File: config.mk
export PLATFORM = sky130hd
export DESIGN_NAME = scl_rate_gen
export DESIGN_NICKNAME = d
export VERILOG_FILES = /design/src/rtl/sclgen_pkg.sv /design/src/rtl/sclgen_regs.sv /design/src/rtl/sclgen_prescaler.sv /design/src/rtl/sclgen_sync.sv /design/src/rtl/sclgen_phase.sv /design/src/rtl/scl_rate_gen.sv
export SDC_FILE = /design/constraint.sdc
export NUM_CORES = 1
export LEC_CHECK = 0
export BUFFER_PORTS_ARGS = -buffer_cell sky130_fd_sc_hd__buf_4
export CELL_PAD_IN_SITES_DETAIL_PLACEMENT = 1
export CELL_PAD_IN_SITES_GLOBAL_PLACEMENT = 1
export CORE_MARGIN = 2
export CORE_UTILIZATION = 41
export DETAILED_ROUTE_END_ITERATION = 6
export PLACE_DENSITY = 0.77
export SLEW_MARGIN = 0
export SYNTH_ARGS = -nofsm -noshare
export SYNTH_HDL_FRONTEND = slang
export SYNTH_SLANG_ARGS = --single-unit
File: constraint.sdc
create_clock -name clk -period 5.1 [get_ports clk]
set_clock_uncertainty 0.05 [all_clocks]
set_input_delay 0.255 -clock clk [delete_from_list [all_inputs] [get_ports clk]]
set_output_delay 0.255 -clock clk [all_outputs]
set_load 0.1 [all_outputs]
File: src/rtl/sclgen_pkg.sv
package sclgen_pkg;
   typedef enum logic [1:0] {
      PH_IDLE = 2'd0,
      PH_LOW  = 2'd1,
      PH_HIGH = 2'd2
   } phase_e;

   localparam logic [1:0] ADDR_DIV  = 2'd0;
   localparam logic [1:0] ADDR_LOW  = 2'd1;
   localparam logic [1:0] ADDR_HIGH = 2'd2;
   localparam logic [1:0] ADDR_MODE = 2'd3;
endpackage

File: src/rtl/sclgen_regs.sv
module sclgen_regs
   import sclgen_pkg::*;
#(
   parameter int DATA_W  = 8,
   parameter int CNT_W   = 5,
   parameter int PS_W    = 3,
   parameter int KEY_BIT = 3
) (
   input  logic              clk,
   input  logic              rst_n,
   input  logic              cfg_we,
   input  logic [1:0]        cfg_addr,
   input  logic [DATA_W-1:0] cfg_wdata,
   output logic [DATA_W-1:0] cfg_rdata,
   output logic [PS_W-1:0]   ps_sel,
   output logic [CNT_W-1:0]  lo_cnt,
   output logic [CNT_W-1:0]  hi_cnt,
   output logic              fmp_q
);
   localparam int RSV_W = DATA_W - CNT_W;
   localparam logic [CNT_W-1:0] CNT_ONE = CNT_W'(1);

   if (CNT_W >= DATA_W) begin : g_bad_cnt
      $error("CNT_W must leave reserved bits in the data word");
   end
   if (KEY_BIT < PS_W || KEY_BIT >= DATA_W) begin : g_bad_key
      $error("KEY_BIT must lie above the prescaler field");
   end

   logic [CNT_W-1:0] wcnt;
   logic             unused_wdata;

   assign wcnt         = (cfg_wdata[CNT_W-1:0] == '0) ? CNT_ONE : cfg_wdata[CNT_W-1:0];
   assign unused_wdata = ^cfg_wdata;

   always_ff @(posedge clk or negedge rst_n) begin
      if (!rst_n) begin
         ps_sel <= '0;
         lo_cnt <= CNT_ONE;
         hi_cnt <= CNT_ONE;
         fmp_q  <= 1'b0;
      end else if (cfg_we) begin
         case (cfg_addr)
            ADDR_DIV:  if (cfg_wdata[KEY_BIT]) ps_sel <= cfg_wdata[PS_W-1:0];
            ADDR_LOW:  lo_cnt <= wcnt;
            ADDR_HIGH: hi_cnt <= wcnt;
            default:   fmp_q  <= cfg_wdata[0];
         endcase
      end
   end

   always_comb begin
      case (cfg_addr)
         ADDR_DIV:  cfg_rdata = {{(DATA_W-PS_W){1'b0}}, ps_sel};
         ADDR_LOW:  cfg_rdata = {{RSV_W{1'b1}}, lo_cnt};
         ADDR_HIGH: cfg_rdata = {{RSV_W{1'b1}}, hi_cnt};
         default:   cfg_rdata = {{(DATA_W-1){1'b0}}, fmp_q};
      endcase
   end


   wp_hold_chk: assert property (@(posedge clk) disable iff (!rst_n)
      (cfg_we && cfg_addr == ADDR_DIV && !cfg_wdata[KEY_BIT]) |=> $stable(ps_sel));
endmodule

File: src/rtl/sclgen_prescaler.sv
module sclgen_prescaler #(
   parameter int PS_W = 3
) (
   input  logic            clk,
   input  logic            rst_n,
   input  logic            clr,
   input  logic [PS_W-1:0] ps_sel,
   output logic            tick
);
   localparam int DIV_W = (1 << PS_W) - 1;

   if (PS_W < 1 || PS_W > 4) begin : g_bad_ps
      $error("PS_W out of supported range");
   end

   logic [DIV_W-1:0] pdiv;
   logic [DIV_W-1:0] mask;

   assign mask = ~({DIV_W{1'b1}} << ps_sel);
   assign tick = !clr && ((pdiv & mask) == mask);

   always_ff @(posedge clk or negedge rst_n) begin
      if (!rst_n)   pdiv <= '0;
      else if (clr) pdiv <= '0;
      else          pdiv <= pdiv + 1'b1;
   end


   tick_spacing_chk: assert property (@(posedge clk) disable iff (!rst_n)
      (tick && ps_sel != '0) |=> (!tick || ps_sel == '0));
endmodule

File: src/rtl/sclgen_sync.sv
module sclgen_sync #(
   parameter int   STAGES  = 2,
   parameter logic RST_VAL = 1'b0
) (
   input  logic clk,
   input  logic rst_n,
   input  logic d,
   output logic q
);
   if (STAGES < 2) begin : g_bad_stages
      $error("synchronizer needs at least two stages");
   end

   logic [STAGES-1:0] sr;

   always_ff @(posedge clk or negedge rst_n) begin
      if (!rst_n) sr <= {STAGES{RST_VAL}};
      else        sr <= {sr[STAGES-2:0], d};
   end

   assign q = sr[STAGES-1];
endmodule

File: src/rtl/sclgen_phase.sv
module sclgen_phase
   import sclgen_pkg::*;
#(
   parameter int CNT_W   = 5,
   parameter int PS_W    = 3,
   parameter int OVH_BYP = 4,
   parameter int OVH_DIV = 3
) (
   input  logic             clk,
   input  logic             rst_n,
   input  logic             run,
   input  logic             tick,
   input  logic             scl_s,
   input  logic [PS_W-1:0]  ps_sel,
   input  logic [CNT_W-1:0] lo_cnt,
   input  logic [CNT_W-1:0] hi_cnt,
   output phase_e           ph,
   output logic             presc_clr,
   output logic             strobe_lo,
   output logic             strobe_hi
);
   localparam int LEN_W = $clog2((1 << CNT_W) + OVH_BYP + 1);

   if (OVH_BYP < 1 || OVH_DIV < 1) begin : g_bad_ovh
      $error("overhead counts must be positive");
   end

   logic [LEN_W-1:0] ovh, len_lo, len_hi, len_cur, half, cnt;
   logic             adv, last;

   assign ovh     = (ps_sel == '0) ? LEN_W'(OVH_BYP) : LEN_W'(OVH_DIV);
   assign len_lo  = LEN_W'(lo_cnt) + ovh;
   assign len_hi  = LEN_W'(hi_cnt) + ovh;
   assign len_cur = (ph == PH_HIGH) ? len_hi : len_lo;
   assign half    = len_cur >> 1;
   assign last    = cnt >= (len_cur - LEN_W'(1));

   assign adv       = tick && ((ph == PH_LOW) || (ph == PH_HIGH && scl_s));
   assign presc_clr = (ph == PH_IDLE) || (ph == PH_HIGH && !scl_s);
   assign strobe_lo = (ph == PH_LOW)  && adv && (cnt == half);
   assign strobe_hi = (ph == PH_HIGH) && adv && (cnt == half);

   always_ff @(posedge clk or negedge rst_n) begin
      if (!rst_n) begin
         ph  <= PH_IDLE;
         cnt <= '0;
      end else if (!run) begin
         ph  <= PH_IDLE;
         cnt <= '0;
      end else begin
         case (ph)
            PH_IDLE: begin
               ph  <= PH_LOW;
               cnt <= '0;
            end
            PH_LOW: if (adv) begin
               if (last) begin
                  ph  <= PH_HIGH;
                  cnt <= '0;
               end else cnt <= cnt + 1'b1;
            end
            PH_HIGH: if (adv) begin
               if (last) begin
                  ph  <= PH_LOW;
                  cnt <= '0;
               end else cnt <= cnt + 1'b1;
            end
            default: begin
               ph  <= PH_IDLE;
               cnt <= '0;
            end
         endcase
      end
   end


   stretch_hold_chk: assert property (@(posedge clk) disable iff (!rst_n)
      (ph == PH_HIGH && !scl_s && run) |=> $stable(cnt));
endmodule

File: src/rtl/scl_rate_gen.sv
module scl_rate_gen
   import sclgen_pkg::*;
#(
   parameter int DATA_W      = 8,
   parameter int CNT_W       = 5,
   parameter int PS_W        = 3,
   parameter int KEY_BIT     = 3,
   parameter int SYNC_STAGES = 2,
   parameter int OVH_BYP     = 4,
   parameter int OVH_DIV     = 3
) (
   input  logic              clk,
   input  logic              rst_n,
   input  logic              run,
   input  logic              scl_in,
   input  logic              cfg_we,
   input  logic [1:0]        cfg_addr,
   input  logic [DATA_W-1:0] cfg_wdata,
   output logic [DATA_W-1:0] cfg_rdata,
   output logic              scl_drive,
   output logic              strobe_lo,
   output logic              strobe_hi,
   output logic              fmp_en
);
   logic [PS_W-1:0]  ps_sel;
   logic [CNT_W-1:0] lo_cnt, hi_cnt;
   logic             tick, presc_clr, scl_s;
   phase_e           ph;

   sclgen_regs #(.DATA_W(DATA_W), .CNT_W(CNT_W), .PS_W(PS_W), .KEY_BIT(KEY_BIT)) regs_i (
      .clk(clk), .rst_n(rst_n), .cfg_we(cfg_we), .cfg_addr(cfg_addr),
      .cfg_wdata(cfg_wdata), .cfg_rdata(cfg_rdata), .ps_sel(ps_sel),
      .lo_cnt(lo_cnt), .hi_cnt(hi_cnt), .fmp_q(fmp_en));

   sclgen_prescaler #(.PS_W(PS_W)) presc_i (
      .clk(clk), .rst_n(rst_n), .clr(presc_clr), .ps_sel(ps_sel), .tick(tick));

   sclgen_sync #(.STAGES(SYNC_STAGES), .RST_VAL(1'b0)) sync_i (
      .clk(clk), .rst_n(rst_n), .d(scl_in), .q(scl_s));

   sclgen_phase #(.CNT_W(CNT_W), .PS_W(PS_W), .OVH_BYP(OVH_BYP), .OVH_DIV(OVH_DIV)) phase_i (
      .clk(clk), .rst_n(rst_n), .run(run), .tick(tick), .scl_s(scl_s),
      .ps_sel(ps_sel), .lo_cnt(lo_cnt), .hi_cnt(hi_cnt), .ph(ph),
      .presc_clr(presc_clr), .strobe_lo(strobe_lo), .strobe_hi(strobe_hi));

   assign scl_drive = (ph == PH_LOW);


   idle_release_chk: assert property (@(posedge clk) disable iff (!rst_n)
      !run |=> !scl_drive);


   strobe_lo_drive_chk: assert property (@(posedge clk) disable iff (!rst_n)
      strobe_lo |-> scl_drive);


   strobe_excl_chk: assert property (@(posedge clk) disable iff (!rst_n)
      $onehot0({strobe_lo, strobe_hi}));
endmodule

-- Word-level counts from Yosys, hierarchy flattened
Index checks and enable logic that the tools add are counted.
- flip-flop bits (word level): 31
- latch bits: 0
- RAM bits: 0
- memory bits (read-only): 0
- input bits: 15
- output and inout port bits: 12
- word-level logic and storage cells: 67
- memories: 0
- add/subtract/negate cells: 5
- $mul: 0
- div/mod/pow operators: 0
- magnitude comparators: 1
- eq/ne operators: 11
- shifts and indexed selects: 1
- multiplexer cells: 15
- bitwise operators: 3
- reduce and logical (&&, ||, !) cells: 23
- operators by type and width (cell ; number):
    6-bit two-way mux ; 5
    8-bit one-hot mux with 3 select lines ; 1
    3-bit by 2-bit != test with 1-bit output, second input constant ; 5
    5-bit by 6-bit adder with 6-bit output ; 2
    2-bit two-way mux ; 5
    1-bit logical AND ; 8
    7-bit by 1-bit adder with 7-bit output, second input constant ; 1
    7-bit AND ; 1
    7-bit equality test ; 1
    7-bit two-way mux ; 1
    7-bit NOT ; 1
    7-bit by 3-bit left shift with 7-bit output, first input constant ; 1
    6-bit by 1-bit adder with 6-bit output, second input constant ; 1
    6-bit by 5-bit equality test with 1-bit output ; 1
    6-bit >= comparator ; 1
    2-bit one-hot mux with 3 select lines ; 1
    2-bit AND reduction ; 3
    6-bit by 1-bit subtractor with 6-bit output, second input constant ; 1
    5-bit logical NOT ; 1
    5-bit two-way mux ; 1
    2-bit by 1-bit equality test with 1-bit output, second input constant ; 2
    2-bit equality test, second input constant ; 2
    2-bit logical NOT ; 2
    4-bit AND reduction ; 1
    8 further kinds ; 10

-- Logic depth before layout (Yosys ltp)
- depth in word-level cells: 10
- gate-level depth with buffers: 19
- depth with buffers taken out: 17

-- Modules after synthesis
A second synthesis with hierarchy kept.
- cells, all modules: 226
- area total of the unflattened synthesis: 2184.6 µm²
- modules (own cells, without submodules) (module ; times used ; cells each ; area each (µm²) ; seq. area each (µm²)):
    sclgen_phase ; 1 ; 127 ; 1064.8 ; 200.2
    sclgen_regs ; 1 ; 58 ; 706.9 ; 352.8
    sclgen_prescaler ; 1 ; 38 ; 349.1 ; 175.2
    sclgen_sync ; 1 ; 2 ; 50.0 ; 50.0
    scl_rate_gen ; 1 ; 1 ; 13.8 ; 0.0

-- Worst setup path before layout
Ideal clock, no wire load.
- path type: reg-to-output
- start: reg phase_i.ph[0]
- end: out strobe_hi
- arrival: 3.947 ns
- data required time: 4.795 ns
- slack: 0.848 ns
- cell stages (with the launch flop): 12
- buffers on the path: 1
- path through: dfrtp_1 -> inv_1 -> ha_1 -> clkbuf_1 -> mux2_2 -> ha_1 -> fa_1 -> xnor2_1 -> xnor2_1 -> nor3_1 -> o2111ai_1 -> nor2_1
- longest elaborated chain between the ends: 8
- elaborated cells on any way between the ends: 14
- those cells by class: 3 x eq/ne; 1 x mux; 10 x reduce/logical
- ends and longest elaborated chain (element ; RTL line ; text):
    start, declared ; sclgen_phase.sv:17 ; output phase_e ph,
    start signal, assigned ; sclgen_phase.sv:45 ; ph <= PH_IDLE;
    start signal, assigned ; sclgen_phase.sv:48 ; ph <= PH_IDLE;
    start signal, assigned ; sclgen_phase.sv:53 ; ph <= PH_LOW;
    2-bit equality test ; -- ;
    1-bit logical AND ; sclgen_phase.sv:39 ; assign presc_clr = (ph == PH_IDLE) || (ph == PH_HIGH && !scl_s);
    1-bit logical OR ; sclgen_phase.sv:39 ;
    1-bit logical NOT ; sclgen_prescaler.sv:20 ; assign tick = !clr && ((pdiv & mask) == mask);
    1-bit logical AND ; sclgen_prescaler.sv:20 ;
    1-bit logical AND ; sclgen_phase.sv:38 ; assign adv = tick && ((ph == PH_LOW) || (ph == PH_HIGH && scl_s));
    1-bit logical AND ; sclgen_phase.sv:41 ; assign strobe_hi = (ph == PH_HIGH) && adv && (cnt == half);
    1-bit logical AND (*) ; sclgen_phase.sv:41 ;
    end, declared ; scl_rate_gen.sv:22 ; output logic strobe_hi,
Every way passes the cells marked *; elsewhere a longest branch is shown, timed or not.

-- Worst setup path in the final report
- start: reg phase_i.ph[0]
- end: reg phase_i.cnt[4]
- longest elaborated chain between the ends: 8
- elaborated cells on any way between the ends: 19
- those cells by class: 1 x add/sub; 1 x order compare; 3 x eq/ne; 5 x mux; 9 x reduce/logical
- ends and longest elaborated chain (element ; RTL line ; text):
    2-bit equality test ; -- ;
    6-bit two-way mux ; sclgen_phase.sv:34 ; assign len_cur = (ph == PH_HIGH) ? len_hi : len_lo;
    6-bit by 1-bit subtractor with 6-bit output ; sclgen_phase.sv:36 ; assign last = cnt >= (len_cur - LEN_W'(1));
    6-bit >= comparator ; sclgen_phase.sv:36 ;
    6-bit two-way mux ; sclgen_phase.sv:57, sclgen_phase.sv:63 ;
    6-bit two-way mux ; sclgen_phase.sv:62 ; PH_HIGH: if (adv) begin
    6-bit two-way mux ; -- ;
    6-bit two-way mux ; sclgen_phase.sv:47 ; end else if (!run) begin
    end signal, assigned ; sclgen_phase.sv:60 ; end else cnt <= cnt + 1'b1;
    end signal, assigned ; sclgen_phase.sv:66 ; end else cnt <= cnt + 1'b1;
    end, declared ; sclgen_phase.sv:28 ; logic [LEN_W-1:0] ovh, len_lo, len_hi, len_cur, half, cnt;
Parallel ways exist; a longest one is shown, timed or not. The select of a mux whose other input is x is not followed.
A chain may end at the register's enable or synchronous reset.

==> impl_metrics.toml <==
[critical_path]
worst-setup-path-type = "flip-flop to flip-flop"
worstPathArrival_ns = 4.62
crit_chain = "inv_1, ha_1, mux2_2, ha_1, fa_1, xnor2_1, nand3_1, xnor2_1, ha_1, a2111oi_0, o21bai_1, a21o_1, or4_1, a21oi_1"
r2r_cells = 14
slowest_stage = "or4_1"
endpoint_kind = "flip-flop"
cp.required_ns = 5.26
cpMostUsedCell = "ha_1"
crit_path_start_kind = "flip-flop"
reg2reg_slack_ns = 0.64
r2r_start = "phase_i.ph[0]"
slowest_delay_ns = 0.51
worstPathMaxFanout = 12
worstReg2RegEnd = "phase_i.cnt[4]"

[routing]
wire_per_inst_microns = 14.9
vias = 1625
routed_wirelength_mm = 4.64
drt-pass1-iter-count = 4
viasPerCell = 5.21
route.detailed.drc = 0
dr.first_iter.drc_count = 59
ant_nets = 0

[timing]
setup_viol = 0
fmax_mhz = 224
finalCritPeriodShare_pct = 87.5
period_minus_slack_ns = 4.46
holdWs_ns = 0.0275
rsz0062_at_grt = "no"
drv_slew = 0
setup_ws_ns = 0.639
worst_pin_slew_ns = 0.633
tns_ns = 0
hold_viol_final = 0
maxSlewHeadroom_pct = 56.7

[floorplan]
rows = 26
die_y_microns = 76.4
io_pins = 27
start_util_pct = 42.3
core_sq_mm = 0.00507
dieArea_sq_mm = 0.00583
die_w_microns = 76.4

[placement]
placed_cell_area_sq_mm = 0.00235
dp_hpwl_mm = 3.50
gp_routability_congestion = 0.776
portBuffers = 23
pre_cts_ws_ns = 0.626

[synthesis]
syn_area_sq_mm = 0.00215
syn_nets = 253
netlist_top_cells_count = "dfrtp_1 (29), ha_1 (21), nor2_1 (19)"
async_flop_share_pct = 100
yosys_warnings = 0
synth_area_leaders = "dfrtp_1 (34%), ha_1 (12%), mux2_2 (8.9%)"
synth_area_per_cell_sq_um = 9.94
synth-edff-count = 0
synth_most_common_cell = "dfrtp_1"
synth_ff_type = "dfrtp_1"
yosysTopAreaCell = "dfrtp_1"
ys_types = 44
yosysSeqAreaShare_pct = 36.2
ys_seq_elements = 31
netlist_instances = 216
synth_top_cell_area_share_pct = 33.8

[clocking]
cts_sinks = 31
cts.path.max_buffers = 2
htreeDepth = 2
cts_made_buffers = 5
cts_tree = "done"
clock_latency_ns = 0.28
ctsRootBufferMaster = "clkbuf_8"
clk_pin_slew_ns = 0.07

[pwr]
p_leak_nw = 1.11
power_density_mw_per_mm2 = 473
ir_drop_mv = 0.239

[grt]
grtUsageTotal_pct = 16.8
use_met1_pct = 22.1
antenna_found_initial = 0
grt_max_degree = 32
grt_pass1_vias = 1712
grt_pass1_wl_mm = 8.01
grt-ovfl-total = 0
grt_use_met3_pct = 3.32
busiest_layer = "met2"
use_met2_pct = 28.0

[cells_and_area]
n_antenna_cell = 0
drive_gt1_share_pct = 22.3
fin_area_sq_mm = 0.00248
utilization_pct = 48.9
syn_to_final_growth_pct = 15.6
nets = 278

[hold_path]
min_to = "sync_i.sr[0]"
hold_depth = 1
hold_start = "scl_in"
hold_path_class = "primary input to flip-flop"

[job]
drv_cap = 0

[outcome]
status = "complete, no violations"
-- cell type report --
class / count / area [sq um]
timing repair buffer: 24 / 183
fill: 594 / 2590
sequential: 31 / 778
inverter: 16 / 60.1
clock inverter: 2 / 35.0
multi-input combinational: 163 / 1260
tap: 70 / 87.6
clock buffer: 6 / 82.6
-- power breakdown --
part | switching [W] | internal (W) | leakage [nW] | total [W]
Sequential | 0.0000404 | 0.000284 | 0.393 | 0.000325
Combinational | 0.000368 | 0.000233 | 0.660 | 0.000601
Clock | 0.0000913 | 0.000158 | 0.0612 | 0.000249
Total | 0.000500 | 0.000676 | 1.11 | 0.00118
-- layout by cell type (no fill, tap or decap), drive strengths merged, types with 2 or more instances in the layout --
| master | Yosys | layout |
|---|---|---|
| nor2 | 19 | 19 |
| nand2 | 14 | 14 |
| a21oi | 9 | 9 |
| xor2 | 6 | 6 |
| dfrtp | 29 | 29 |
| nor3b | 2 | 2 |
| nor3 | 3 | 3 |
| o21ai | 7 | 7 |
| a2bb2oi | 3 | 3 |
| xnor2 | 8 | 8 |
| a21o | 4 | 4 |
| mux2 | 17 | 17 |
| inv | 16 | 16 |
| a2111oi | 2 | 2 |
| a222oi | 3 | 3 |
| a211oi | 5 | 5 |
| o21a | 2 | 2 |
| a22oi | 2 | 2 |
| nand3 | 8 | 8 |
| or4 | 3 | 3 |
| and3 | 2 | 2 |
| buf | 5 | 23 |
| o2111ai | 2 | 2 |
| or3 | 2 | 2 |
| and2 | 3 | 3 |
| dfstp | 2 | 2 |
| clkbuf | 1 | 6 |
| mux2i | 4 | 4 |
| ha | 21 | 21 |
-- registers in the layout (all words and copies together) (netlist names) --
signal	count
phase_i.ph	2
presc_i.pdiv	7
regs_i.fmp_q	1
regs_i.hi_cnt	5
phase_i.cnt	6
regs_i.lo_cnt	5
regs_i.ps_sel	3
sync_i.sr	2
-- metal layers --
metal,vias to the layer above,wire length (microns)
met2,23,2260
li1,829,-
met4,0,55
met1,767,2210
met3,6,119
met5,-,0
-- per-stage QoR --
stage,total power [W],std cells
3_5_place_dp,0.000927,303
5_1_grt,0.00127,312
2_1_floorplan,0.000823,216
4_1_cts,0.00119,312
6_report,0.00118,312
3_3_place_gp,0.000917,303
-- timing repair --
item / 4_1_cts / 5_1_grt
gates resized for setup: 0 / 0
hold buffers: 1 / 0
setup buffers: 0 / 0
hold endpoints to repair: 29 / 0
-- critical path: cells and delay by family, from the launching register on --
kind,cells,cell delay [ns]
buffers and inverters,1,0.11
AND/OR/NAND/NOR,2,0.69
adder cells (fa/ha/maj),4,1.26
multiplexers,1,0.40
flip-flops,1,0.41
XOR/XNOR,2,0.57
AO/OA/AOI/OAI,4,0.90
-- worst max-delay path by stage --
stage	start	to
2_1_floorplan	phase_i.ph[0]	strobe_hi
3_3_place_gp	phase_i.ph[0]	phase_i.cnt[3]
3_5_place_dp	phase_i.ph[0]	phase_i.cnt[4]
4_1_cts	phase_i.ph[0]	phase_i.cnt[4]
5_1_grt	phase_i.ph[0]	phase_i.cnt[5]
6_report	phase_i.ph[0]	phase_i.cnt[4]
-- logic make-up (layout without fill, tap and decap cells) --
| logic type | Yosys count | in the layout | share of synthesized area [%] |
|---|---|---|---|
| and+or+nand+nor | 60 | 60 | 13.6 |
| AOI/OAI and AO/OA | 46 | 46 | 15.3 |
| DFF | 31 | 31 | 36.2 |
| adders and majority gates | 22 | 22 | 13.2 |
| buffers and inverters | 22 | 48 | 5.24 |
| muxes | 21 | 21 | 10.8 |
| xor gates and xnor gates | 14 | 14 | 5.71 |
No activity file was read; power rests on OpenSTA's default activity.
